$ cat config.mk
export PLATFORM = sky130hd
export DESIGN_NAME = pm_snap_ctrl
export DESIGN_NICKNAME = d
export VERILOG_FILES = /design/src/rtl/pm_snap_pkg.sv /design/src/rtl/pm_snap_trig.sv /design/src/rtl/pm_sat_cnt.sv /design/src/rtl/pm_snap_ctrl.sv
export SDC_FILE = /design/constraint.sdc
export NUM_CORES = 1
export LEC_CHECK = 0
export ABC_AREA = 1
export CAP_MARGIN = 20
export CELL_PAD_IN_SITES_DETAIL_PLACEMENT = 1
export CELL_PAD_IN_SITES_GLOBAL_PLACEMENT = 2
export CORE_UTILIZATION = 28
export DETAILED_ROUTE_END_ITERATION = 10
export GPL_ROUTABILITY_DRIVEN = 0
export PLACE_DENSITY = 0.79
export SYNTH_ARGS = -nofsm -noshare
export SYNTH_HDL_FRONTEND = slang
export SYNTH_SLANG_ARGS = --single-unit
$ cat constraint.sdc
create_clock -name clk -period 1.59 [get_ports clk]
set_input_delay 0.2385 -clock clk [delete_from_list [all_inputs] [get_ports clk]]
set_output_delay 0.2385 -clock clk [all_outputs]
set_load 0.05 [all_outputs]
$ cat src/rtl/pm_snap_pkg.sv
package pm_snap_pkg;
  typedef enum logic {SRC_LOCAL = 1'b0, SRC_EXT = 1'b1} src_t;

  function automatic logic pick_source(input src_t s, input logic loc, input logic ext);
    return (s == SRC_EXT) ? ext : loc;
  endfunction
endpackage

$ cat src/rtl/pm_snap_trig.sv
module pm_snap_trig
  import pm_snap_pkg::*;
(
  input  logic clk,
  input  logic rst_n,
  input  logic src_sel,
  input  logic loc_req,
  input  logic ext_upd,
  output logic sel_req,
  output logic upd_fire,
  output logic upd_done
);
  logic req_q;

  assign sel_req  = pick_source(src_t'(src_sel), loc_req, ext_upd);
  assign upd_fire = sel_req & ~req_q;

  always_ff @(posedge clk) begin
    if (!rst_n) begin
      req_q    <= 1'b0;
      upd_done <= 1'b0;
    end else begin
      req_q <= sel_req;
      if (upd_fire)      upd_done <= 1'b1;
      else if (!sel_req) upd_done <= 1'b0;
    end
  end

  AST_DONE_AFTER_FIRE: assert property (@(posedge clk) disable iff (!rst_n)
    upd_fire |=> upd_done);
  AST_DONE_CLEARS: assert property (@(posedge clk) disable iff (!rst_n)
    (!sel_req) |=> !upd_done);
  AST_DONE_HELD: assert property (@(posedge clk) disable iff (!rst_n)
    (upd_done && sel_req) |=> upd_done);
endmodule

$ cat src/rtl/pm_sat_cnt.sv
module pm_sat_cnt #(
  parameter int W = 32
) (
  input  logic         clk,
  input  logic         rst_n,
  input  logic         inc,
  input  logic         clr,
  output logic [W-1:0] cnt
);
  localparam logic [W-1:0] MAXV = {W{1'b1}};

  function automatic logic [W-1:0] sat_step(input logic [W-1:0] cur, input logic step);
    if (!step || cur == MAXV) return cur;
    return cur + 1'b1;
  endfunction

  function automatic logic [W-1:0] restart(input logic step);
    return {{(W-1){1'b0}}, step};
  endfunction

  always_ff @(posedge clk) begin
    if (!rst_n)   cnt <= '0;
    else if (clr) cnt <= restart(inc);
    else          cnt <= sat_step(cnt, inc);
  end

  AST_NO_OVERFLOW: assert property (@(posedge clk) disable iff (!rst_n)
    (cnt == MAXV && !clr) |=> cnt == MAXV);
  AST_RESTART_KEEPS_PULSE: assert property (@(posedge clk) disable iff (!rst_n)
    clr |=> cnt == {{(W-1){1'b0}}, $past(inc)});
endmodule

$ cat src/rtl/pm_snap_ctrl.sv
module pm_snap_ctrl #(
  parameter int BIT_W = 32,
  parameter int ERR_W = 24
) (
  input  logic             clk,
  input  logic             rst_n,
  input  logic             src_sel,
  input  logic             loc_req,
  input  logic             ext_upd,
  input  logic             bit_en,
  input  logic             err_pulse,
  output logic [BIT_W-1:0] bit_hold,
  output logic [ERR_W-1:0] err_hold,
  output logic             upd_done
);
  logic             sel_req;
  logic             upd_fire;
  logic [BIT_W-1:0] bit_cnt;
  logic [ERR_W-1:0] err_cnt;

  pm_snap_trig u_trig (
    .clk(clk), .rst_n(rst_n), .src_sel(src_sel), .loc_req(loc_req),
    .ext_upd(ext_upd), .sel_req(sel_req), .upd_fire(upd_fire), .upd_done(upd_done)
  );

  pm_sat_cnt #(.W(BIT_W)) u_bits (
    .clk(clk), .rst_n(rst_n), .inc(bit_en), .clr(upd_fire), .cnt(bit_cnt)
  );

  pm_sat_cnt #(.W(ERR_W)) u_errs (
    .clk(clk), .rst_n(rst_n), .inc(err_pulse), .clr(upd_fire), .cnt(err_cnt)
  );

  always_ff @(posedge clk) begin
    if (!rst_n) begin
      bit_hold <= '0;
      err_hold <= '0;
    end else if (upd_fire) begin
      bit_hold <= bit_cnt;
      err_hold <= err_cnt;
    end
  end

  AST_SNAPSHOT_LOAD: assert property (@(posedge clk) disable iff (!rst_n)
    upd_fire |=> (bit_hold == $past(bit_cnt)) && (err_hold == $past(err_cnt)));
  AST_HOLD_STABLE: assert property (@(posedge clk) disable iff (!rst_n)
    !upd_fire |=> $stable(bit_hold) && $stable(err_hold));
  AST_LOCAL_IGNORED: assert property (@(posedge clk) disable iff (!rst_n)
    (src_sel && ext_upd == $past(ext_upd) && $past(src_sel)) |-> !upd_fire);
endmodule

==> impl_metrics.toml, run 1 <==
[pwr]
ir_drop_v = 0.000649
power_density_nw_per_um2 = 1030
leakagePower_nw = 3.15
power_mw = 8.12

[timing]
setup_viol = 13
slew_viol_final = 0
slew_headroom = 0.683
rsz0062_at_grt = "yes"
fin_crit_ns = 1.63
setup-tns-final_ns = -0.140
fmax_mhz = 615
tightest_slew_ns = 0.471
skew_ns = 0.00868
layout_setup_ws_ns = -0.0368
fin_crit_sh = 1.02
finalHoldViolCount = 0

[logic_synthesis]
synth-compound-area-share = 0.146
async_flop_share = 0
syn-cell-area_um2 = 5460
synth_xor_area_frac = 0.0353
synth_top_family_by_area = "simple AND/OR/NAND/NOR gates"
synth_area_per_cell_um2 = 6.87
muxShareOfSynthArea = 0
syn_inst = 795
synth-adder-area-share = 0.00458
synthSimpleGateAreaFrac = 0.314
yosysWarnings = 0
ys_ff_latch = 114
yosys.cell_types.count = 30
synth-main-ff-cell = "dfxtp_1"
synth_fp_nets = 804
seq_area_frac_synth = 0.418
synth_edf_count = 0

[routing]
vias = 5517
via_per_inst = 4.53
post_drt_wl_per_cell_um = 14.3
drc = 0
dr.pass1.iters = 4
wl_um = 17400
final_antenna_net_count = 0
drt_iter0_markers = 145

[cts]
root_buffer = "clkbuf_16"
tritoncts = "built"
insertion_delay_ns = 0.43
htree_levels = 4
path_clk_slew_ns = 0.06
clockBufferDepth = 2
hold_buffers = 0
cts_inserted_buffers = 17
cts_sinks = 114

[finish]
final_cell_area_um2 = 7860
antenna_cells = 0
drive_gt1_frac = 0.296
syn_to_final_growth_pct = 43.8
final_cell_mix = "nand2_1, buf_4, nor2_1, dfxtp_1, inv_1"
nets = 954
mostFrequentLayoutCell = "nand2_1"

[floorplanning]
die_area_um2 = 20100
rows = 50
core_um2 = 18900
die_w_um = 142
chipHeight_um = 142
start_util = 0.289
io_pins = 64

[grt]
grt_pass1_vias = 5718
antenna_found_initial = 0
grt_first_pass_wirelength_um = 28500
grt-ovfl-total = 0
track_usage = 0.184
grt_start_max_net_pins = 59

[worst_setup_path]
slowest_stage = "dfxtp_4"
cp-start-kind = "flip-flop"
critical_path.most_common_cell = "nand2_4"
cp_slowest_stage_delay_ns = 0.36
required_ns = 1.91
crit_buf_inv = 1
crit_path_end_kind = "flip-flop"
arrival_ns = 1.95
criticalPathCategory = "reg -> reg"
critPathTopFamily = "simple AND/OR/NAND/NOR gates"
path_cells = "ha_4 -> nand2_4 -> nor2_4 -> nand2_4 -> nor2_8 -> nand2_4 -> nand2_8 -> buf_12 -> nor2_4 -> nor2_1 -> nor2_1"
cp_max_fo = 7

[run_status]
violations = "negative setup slack"
status = "finished, violations left"

[placed_design]
io_buffer_count = 63
place_area_um2 = 6860
dp_slack_ns = -0.330
hpwl_um = 12400

[hold_path]
min_path_type = "in -> reg"

[run]
max_cap_viol_count = 0
[worst reg2reg max path, stage by stage (launching register included)]
cell and delay, ns:
dfxtp_4 0.36, ha_4 0.15, nand2_4 0.05, nor2_4 0.21, nand2_4 0.10, nor2_8 0.11
nand2_4 0.08, nand2_8 0.13, buf_12 0.16, nor2_4 0.03, nor2_1 0.10, nor2_1 0.05
[stage by stage]
stage                     hold WS, ns   util  instances
after global placement          0.455  0.363       1178
final                           0.138  0.416       1218
after CTS                       0.137  0.400       1215
after floorplan                 0.385      -        795
after detailed placement        0.468  0.363       1178
after global routing            0.159  0.416       1218
[cell type report]
cell class                      count  area [um2]
Fill cell                        2362       11000
Multi-Input combinational cell    576        3010
Tap cell                          260         325
Timing Repair Buffer              162        1330
Inverter                           74         283
Clock buffer                       19         443
Clock inverter                     13         161
Sequential cell                   114        2310
[worst paths after layout]
check	startpoint	slack, ns	to	depth (start not counted)
hold / removal	rst_n	0.14	u_trig.req_q	3
hold reg to reg	u_trig.upd_done	0.48	u_trig.upd_done	1
setup / recovery	u_bits.cnt[0]	-0.04	u_bits.cnt[26]	11
setup reg to reg	u_bits.cnt[0]	-0.04	u_bits.cnt[26]	11
[timing repair]
action,in CTS,in global routing
setup buffers,3,2
pin swaps,5,34
resized for setup,14,79
cloned,2,1
hold endpoints to repair,0,0
setup endpoints to repair,55,56
[cells in the mapped netlist (all sizes together) (2+ instances only)]
library cell / count / area share
ha: 2 / 0.0046
nand4: 9 / 0.010
a21oi: 69 / 0.075
inv: 73 / 0.050
nor2: 156 / 0.12
xor2: 17 / 0.027
nor3: 7 / 0.0064
o21ai: 72 / 0.066
clkbuf: 18 / 0.012
dfxtp: 114 / 0.42
xnor2: 5 / 0.0080
buf: 14 / 0.019
nand2: 193 / 0.14
nand3: 41 / 0.038
[flip-flops by register name, summed over array words and instances, names as in the netlist]
register / count
err_hold: 24
bit_hold: 32
u_errs.cnt: 24
u_trig.upd_done: 1
u_trig.req_q: 1
u_bits.cnt: 32
[logic make-up (layout without fill, tap and decap cells)]
logic type	after synthesis	in the layout
DFF	114	114
and+or+nand+nor	407	408
AOI/OAI and AO/OA	144	144
xor gates and xnor gates	22	22
buffers and inverters	106	268
adders and majority gates	2	2
[routing by layer]
metal | vias to the layer above | wire length (um) | part of all wire | global-route usage
met5 | - | 0 | 0 | 0
met4 | 0 | 386 | 0.022 | 0.0707
met3 | 28 | 391 | 0.022 | 0.0358
met2 | 60 | 8780 | 0.50 | 0.333
met1 | 2600 | 7890 | 0.45 | 0.213
li1 | 2829 | - | - | -
[report_power, final]
part | switching, mW | internal [mW]
combinational | 0.784 | 0.341
clock | 1.44 | 2.50
sequential | 0.0678 | 2.99
total | 2.29 | 5.82
(Power assumes the default switching activity.)
==> run 2: changes to the inputs <==
--- a/config.mk
+++ b/config.mk
@@ -9,6 +9,7 @@
 export CAP_MARGIN = 20
 export CELL_PAD_IN_SITES_DETAIL_PLACEMENT = 1
 export CELL_PAD_IN_SITES_GLOBAL_PLACEMENT = 2
+export CORE_MARGIN = 4
 export CORE_UTILIZATION = 28
 export DETAILED_ROUTE_END_ITERATION = 10
 export GPL_ROUTABILITY_DRIVEN = 0
==> run 2 against run 1 <==
The flow still finishes with violations (negative setup slack). Via count increased by 0.96%. Combinational power about the same. Wire length decreased by 0.73%. Sequential power about the same. Total power decreased by 2.2%. Non-clock buffer count increased by 2. Global-route usage decreased by 2.0 points. Critical path depth unchanged. Maximum frequency decreased by 2.4%. Clock skew increased by 0.0013 ns. Critical path type unchanged. Critical endpoint is now u_bits.cnt[13]. Largest cell class unchanged. Largest power group unchanged.
==> impl_metrics.toml, run 2 (synthesis results as in run 1) <==
[run_status]
status = "finished, violations left"
violations = "negative setup slack"

[worst_setup_path]
rr_startpoint = "u_bits.cnt[0]"
r2r_cells = 11
path_cells = "ha_4 -> nand2_4 -> nor2_4 -> buf_6 -> nand2_8 -> nor2_8 -> nand2_8 -> nand2_8 -> buf_8 -> nand2_1 -> a21oi_2"
critical_path.most_common_cell = "nand2_8"
slowest_stage = "dfxtp_4"
cp_max_fo = 10
cp_slowest_stage_delay_ns = 0.36
cp-start-kind = "flip-flop"
timing.critical_path.from = "u_bits.cnt[0]"
criticalPathCategory = "reg -> reg"
required_ns = 1.93
arrival_ns = 2.01
crit_path_end_kind = "flip-flop"

[floorplanning]
die_w_um = 148
core_um2 = 19000
io_pins = 64
rows = 50
chipHeight_um = 148
die_area_um2 = 21800
start_util = 0.288

[timing]
layout_setup_ws_ns = -0.0772
slew_viol_final = 0
slew_headroom = 0.645
fin_crit_sh = 1.05
finalHoldViolCount = 0
fmax_mhz = 600
tightest_slew_ns = 0.533
setup_viol = 31
skew_ns = 0.0100
rsz0062_at_grt = "yes"
fin_crit_ns = 1.67
setup-tns-final_ns = -1.21

[finish]
final_core_util = 0.412
final_cell_mix = "nand2_1, buf_4, nor2_1, dfxtp_1, inv_1"
top_regs = "bit_hold: 32 flops, u_bits.cnt: 32 flops"
nFillCells = 2368
syn_to_final_growth_pct = 42.9
multiInputGateArea_um2 = 2980
drive_gt1_frac = 0.293
nets = 956
antenna_cells = 0
seq_area_um2 = 2310
mostFrequentLayoutCell = "nand2_1"

[hold_path]
hold_depth = 3
min_from = "rst_n"
min_path_type = "in -> reg"

[pwr]
p_sw_mw = 2.20
p_clk_frac = 0.477
cell_internal_pwr_mw = 5.73
combPwrFrac = 0.139
p_seq_frac = 0.385
leakagePower_nw = 3.10
ir_drop_v = 0.000722
switching_share = 0.278
power_density_nw_per_um2 = 1020

[routing]
via_per_inst = 4.57
drt_iter0_markers = 243
dr.pass1.iters = 4
post_drt_wl_per_cell_um = 14.2
final_antenna_net_count = 0
drc = 0
vias = 5570
wl_um = 17300

[cts]
htree_levels = 4
root_buffer = "clkbuf_16"
hold_buffers = 0
tritoncts = "built"
insertion_delay_ns = 0.42
clockBufferDepth = 2
cts_inserted_buffers = 17
cts_sinks = 114
path_clk_slew_ns = 0.06

[grt]
track_usage = 0.164
grt_pass1_vias = 5899
antenna_found_initial = 0
grt_start_max_net_pins = 59
grt-ovfl-total = 0
grt_first_pass_wirelength_um = 29000

[placed_design]
io_buffer_count = 63
hpwl_um = 12500
dp_slack_ns = -0.264

[run]
max_cap_viol_count = 0
## run 2: cell count changes in the layout (fill, tap and decap cells not counted), moves of 3 or more
cell,before,now
nand2_1,174,181
nand2_4,8,3
nand2_2,9,5
clkinv_4,3,0
nor2_4,11,8
## run 2: worst max-delay path, delay by kind of cell, from the launching register on
kind / cells / cell delay (ns)
buffers and inverters: 2 / 0.26
AOI/OAI and AO/OA: 1 / 0.14
DFF: 1 / 0.36
and+or+nand+nor: 7 / 0.68
adders and majority gates: 1 / 0.15
## run 2: final timing paths
kind,end,slack (ns)
max,u_bits.cnt[13],-0.08
min,u_trig.req_q,0.09
max reg2reg,u_bits.cnt[13],-0.08
min reg2reg,u_trig.upd_done,0.47
## run 2: repair_timing
action,CTS,global route
cloned,0,2
setup buffers,1,9
endpoints found under the setup margin,54,55
gates resized for setup,10,73
pin swaps,2,27
## run 2: through the flow
stage / area [um2] / total power, mW / hold WS (ns) / std cells
floorplan: 5480 / 3.83 / 0.385 / 795
global placement: 6840 / 4.20 / 0.463 / 1176
detailed placement: 6840 / 4.21 / 0.459 / 1176
CTS: 7470 / 8.05 / 0.0748 / 1209
global route: 7810 / 8.27 / 0.0842 / 1220
finish: 7810 / 7.93 / 0.0877 / 1220
## run 2: final cells by class
cell class,count,area share
repair buffers,164,0.171
multi-input cells,576,0.382
clock buffers,22,0.0607
flip-flops and latches,114,0.295
inverters,74,0.0359
well taps,260,0.0417
clock inverters,10,0.0138
## run 2: power groups by stage
stage	Combinational, mW	Clock [mW]	Sequential, mW
3_5_place_dp	1.10	0	3.11
5_1_grt	1.20	4.01	3.07
4_1_cts	1.11	3.90	3.05
3_3_place_gp	1.08	0	3.11
2_1_floorplan	0.324	0	3.51
6_report	1.10	3.78	3.05
## run 2: layer usage
| layer | vias up | GRT usage | wire (um) |
|---|---|---|---|
| met5 | - | 0 | 0 |
| met4 | 0 | 0.0480 | 257 |
| met3 | 20 | 0.0389 | 654 |
| met2 | 78 | 0.301 | 8980 |
| met1 | 2636 | 0.189 | 7430 |
| li1 | 2836 | - | - |
==> run 3: changes to the inputs <==
--- a/config.mk
+++ b/config.mk
@@ -6,14 +6,14 @@
 export NUM_CORES = 1
 export LEC_CHECK = 0
 export ABC_AREA = 1
-export CAP_MARGIN = 20
 export CELL_PAD_IN_SITES_DETAIL_PLACEMENT = 1
 export CELL_PAD_IN_SITES_GLOBAL_PLACEMENT = 2
 export CORE_MARGIN = 4
-export CORE_UTILIZATION = 28
+export CORE_UTILIZATION = 34
 export DETAILED_ROUTE_END_ITERATION = 10
 export GPL_ROUTABILITY_DRIVEN = 0
-export PLACE_DENSITY = 0.79
+export HOLD_SLACK_MARGIN = 0.15
+export PLACE_DENSITY = 0.9
 export SYNTH_ARGS = -nofsm -noshare
 export SYNTH_HDL_FRONTEND = slang
 export SYNTH_SLANG_ARGS = --single-unit
==> constraint.sdc (replaced) <==
create_clock -name clk -period 2 [get_ports clk]
set_input_delay 0.3 -clock clk [delete_from_list [all_inputs] [get_ports clk]]
set_output_delay 0.3 -clock clk [all_outputs]
set_load 0.05 [all_outputs]
==> run 3 against run 2 <==
Critical path depth is 10 lower. Total power is 21% lower. Cell count is 10% lower. Final area is 11% lower. Largest cell class unchanged. Via count is 4.4% lower. Worst hold slack better by 0.38 ns. Setup slack better by 0.15 ns. First-iteration DRC count is 20% higher. The run now ends clean. Register-to-register slack better by 0.23 ns.
==> impl_metrics.toml, run 3 (synthesis results as in run 1) <==
[routing]
drc = 0
drt_iter0_markers = 291
vias = 5324
wl_um = 16700
via_per_inst = 4.86
final_antenna_net_count = 0
post_drt_wl_per_cell_um = 15.3
dr.pass1.iters = 4

[pwr]
p_seq_frac = 0.389
leakagePower_nw = 2.51
power_mw = 6.24
cell_internal_pwr_mw = 4.47
power_density_nw_per_um2 = 894
p_clk_frac = 0.471
p_sw_mw = 1.77
ir_drop_v = 0.000571
combPwrFrac = 0.140
switching_share = 0.284

[finish]
mostFrequentLayoutCell = "nand2_1"
nets = 876
antenna_cells = 0
nFillCells = 1993
final_core_util = 0.441
syn_to_final_growth_pct = 27.8
top_regs = "bit_hold: 32 flops, u_bits.cnt: 32 flops"
drive_gt1_frac = 0.100
final_cell_mix = "nand2_1, nor2_1, dfxtp_1, inv_1, o21ai_0"

[worst_setup_path]
criticalPathCategory = "reg -> out"
cp-start-kind = "flip-flop"
path_cells = "clkdlybuf4s50_1"
cp_max_fo = 2
critPathTopFamily = "buffers and inverters"
crit_buf_inv = 1
cp_slowest_stage_delay_ns = 0.83
slowest_stage = "clkdlybuf4s50_1"
crit_path_end_kind = "primary output"
reg2reg_slack_ns = 0.15
arrival_ns = 1.63
required_ns = 1.70

[grt]
grt-ovfl-total = 0
antenna_found_initial = 0
grt_start_max_net_pins = 61
track_usage = 0.191
grt_pass1_vias = 5661
grt_first_pass_wirelength_um = 27800

[floorplanning]
start_util = 0.345
io_pins = 64
rows = 46
die_area_um2 = 18200
chipHeight_um = 135
core_um2 = 15800
die_w_um = 135

[cts]
insertion_delay_ns = 0.42
cts_inserted_buffers = 17
root_buffer = "clkbuf_16"
path_clk_slew_ns = 0.06
post-cts-setup-buffers = 0
htree_levels = 4
tritoncts = "built"
clockBufferDepth = 2
cts_sinks = 114

[timing]
skew_ns = 0.00665
fin_crit_sh = 0.963
setup_viol = 0
fmax_mhz = 519
tightest_slew_ns = 0.684
fin_crit_ns = 1.93
slew_viol_final = 0
rsz0062_at_grt = "no"
slew_headroom = 0.542
layout_setup_ws_ns = 0.0744
finalHoldViolCount = 0

[placed_design]
io_buffer_count = 63
hpwl_um = 12000
dp_slack_ns = -0.148

[hold_path]
min_path_type = "reg -> reg"

[run]
max_cap_viol_count = 0

[run_status]
status = "complete, no violations"
run 3: repair_timing:
item                       in CTS  in global routing
pin swaps                       0                  1
hold buffers                    1                  0
resized for setup               1                  1
cloned                          0                  1
hold endpoints to repair        1                  0
setup endpoints to repair      19                  2
run 3: path summary, 6_finish.rpt:
kind / start / end / cells after the start
hold / removal: u_trig.upd_done / u_trig.upd_done / 1
hold reg to reg: u_trig.upd_done / u_trig.upd_done / 1
setup / recovery: bit_hold[31] / bit_hold[31] / 1
setup reg to reg: u_bits.cnt[1] / u_bits.cnt[6] / 10
run 3: layout make-up:
cell class              count  area (um2)  share of cell area
multi-input cells         576        2760               0.395
well taps                 216         270              0.0387
flip-flops and latches    114        2280               0.327
repair buffers             84         823               0.118
clock buffers              19         433              0.0620
inverters                  74         278              0.0398
clock inverters            13         138              0.0197
run 3: per-stage QoR:
step                area [um2]  hold WS (ns)  TNS [ns]  instances
finish                    6980         0.471         0       1096
global route              6980         0.497         0       1096
CTS                       6970         0.488         0       1095
detailed placement        6380         0.475     -1.30       1062
global placement          6380         0.453    -0.374       1062
floorplan                 5460         0.447         0        795
run 3: power groups by stage:
| stage | clock network, mW | logic (mW) | registers [mW] |
|---|---|---|---|
| after floorplan | 0 | 0.257 | 2.78 |
| after global placement | 0 | 0.864 | 2.47 |
| after detailed placement | 0 | 0.879 | 2.48 |
| after CTS | 2.99 | 0.885 | 2.43 |
| after global routing | 3.11 | 0.937 | 2.44 |
| final | 2.94 | 0.875 | 2.43 |
run 3: metal layers:
| metal | up-vias | global-route usage | routed length (um) |
|---|---|---|---|
| met2 | 75 | 0.362 | 9160 |
| met5 | - | 0 | 0 |
| met1 | 2556 | 0.213 | 6780 |
| li1 | 2669 | - | - |
| met4 | 0 | 0.0639 | 272 |
| met3 | 24 | 0.0384 | 500 |
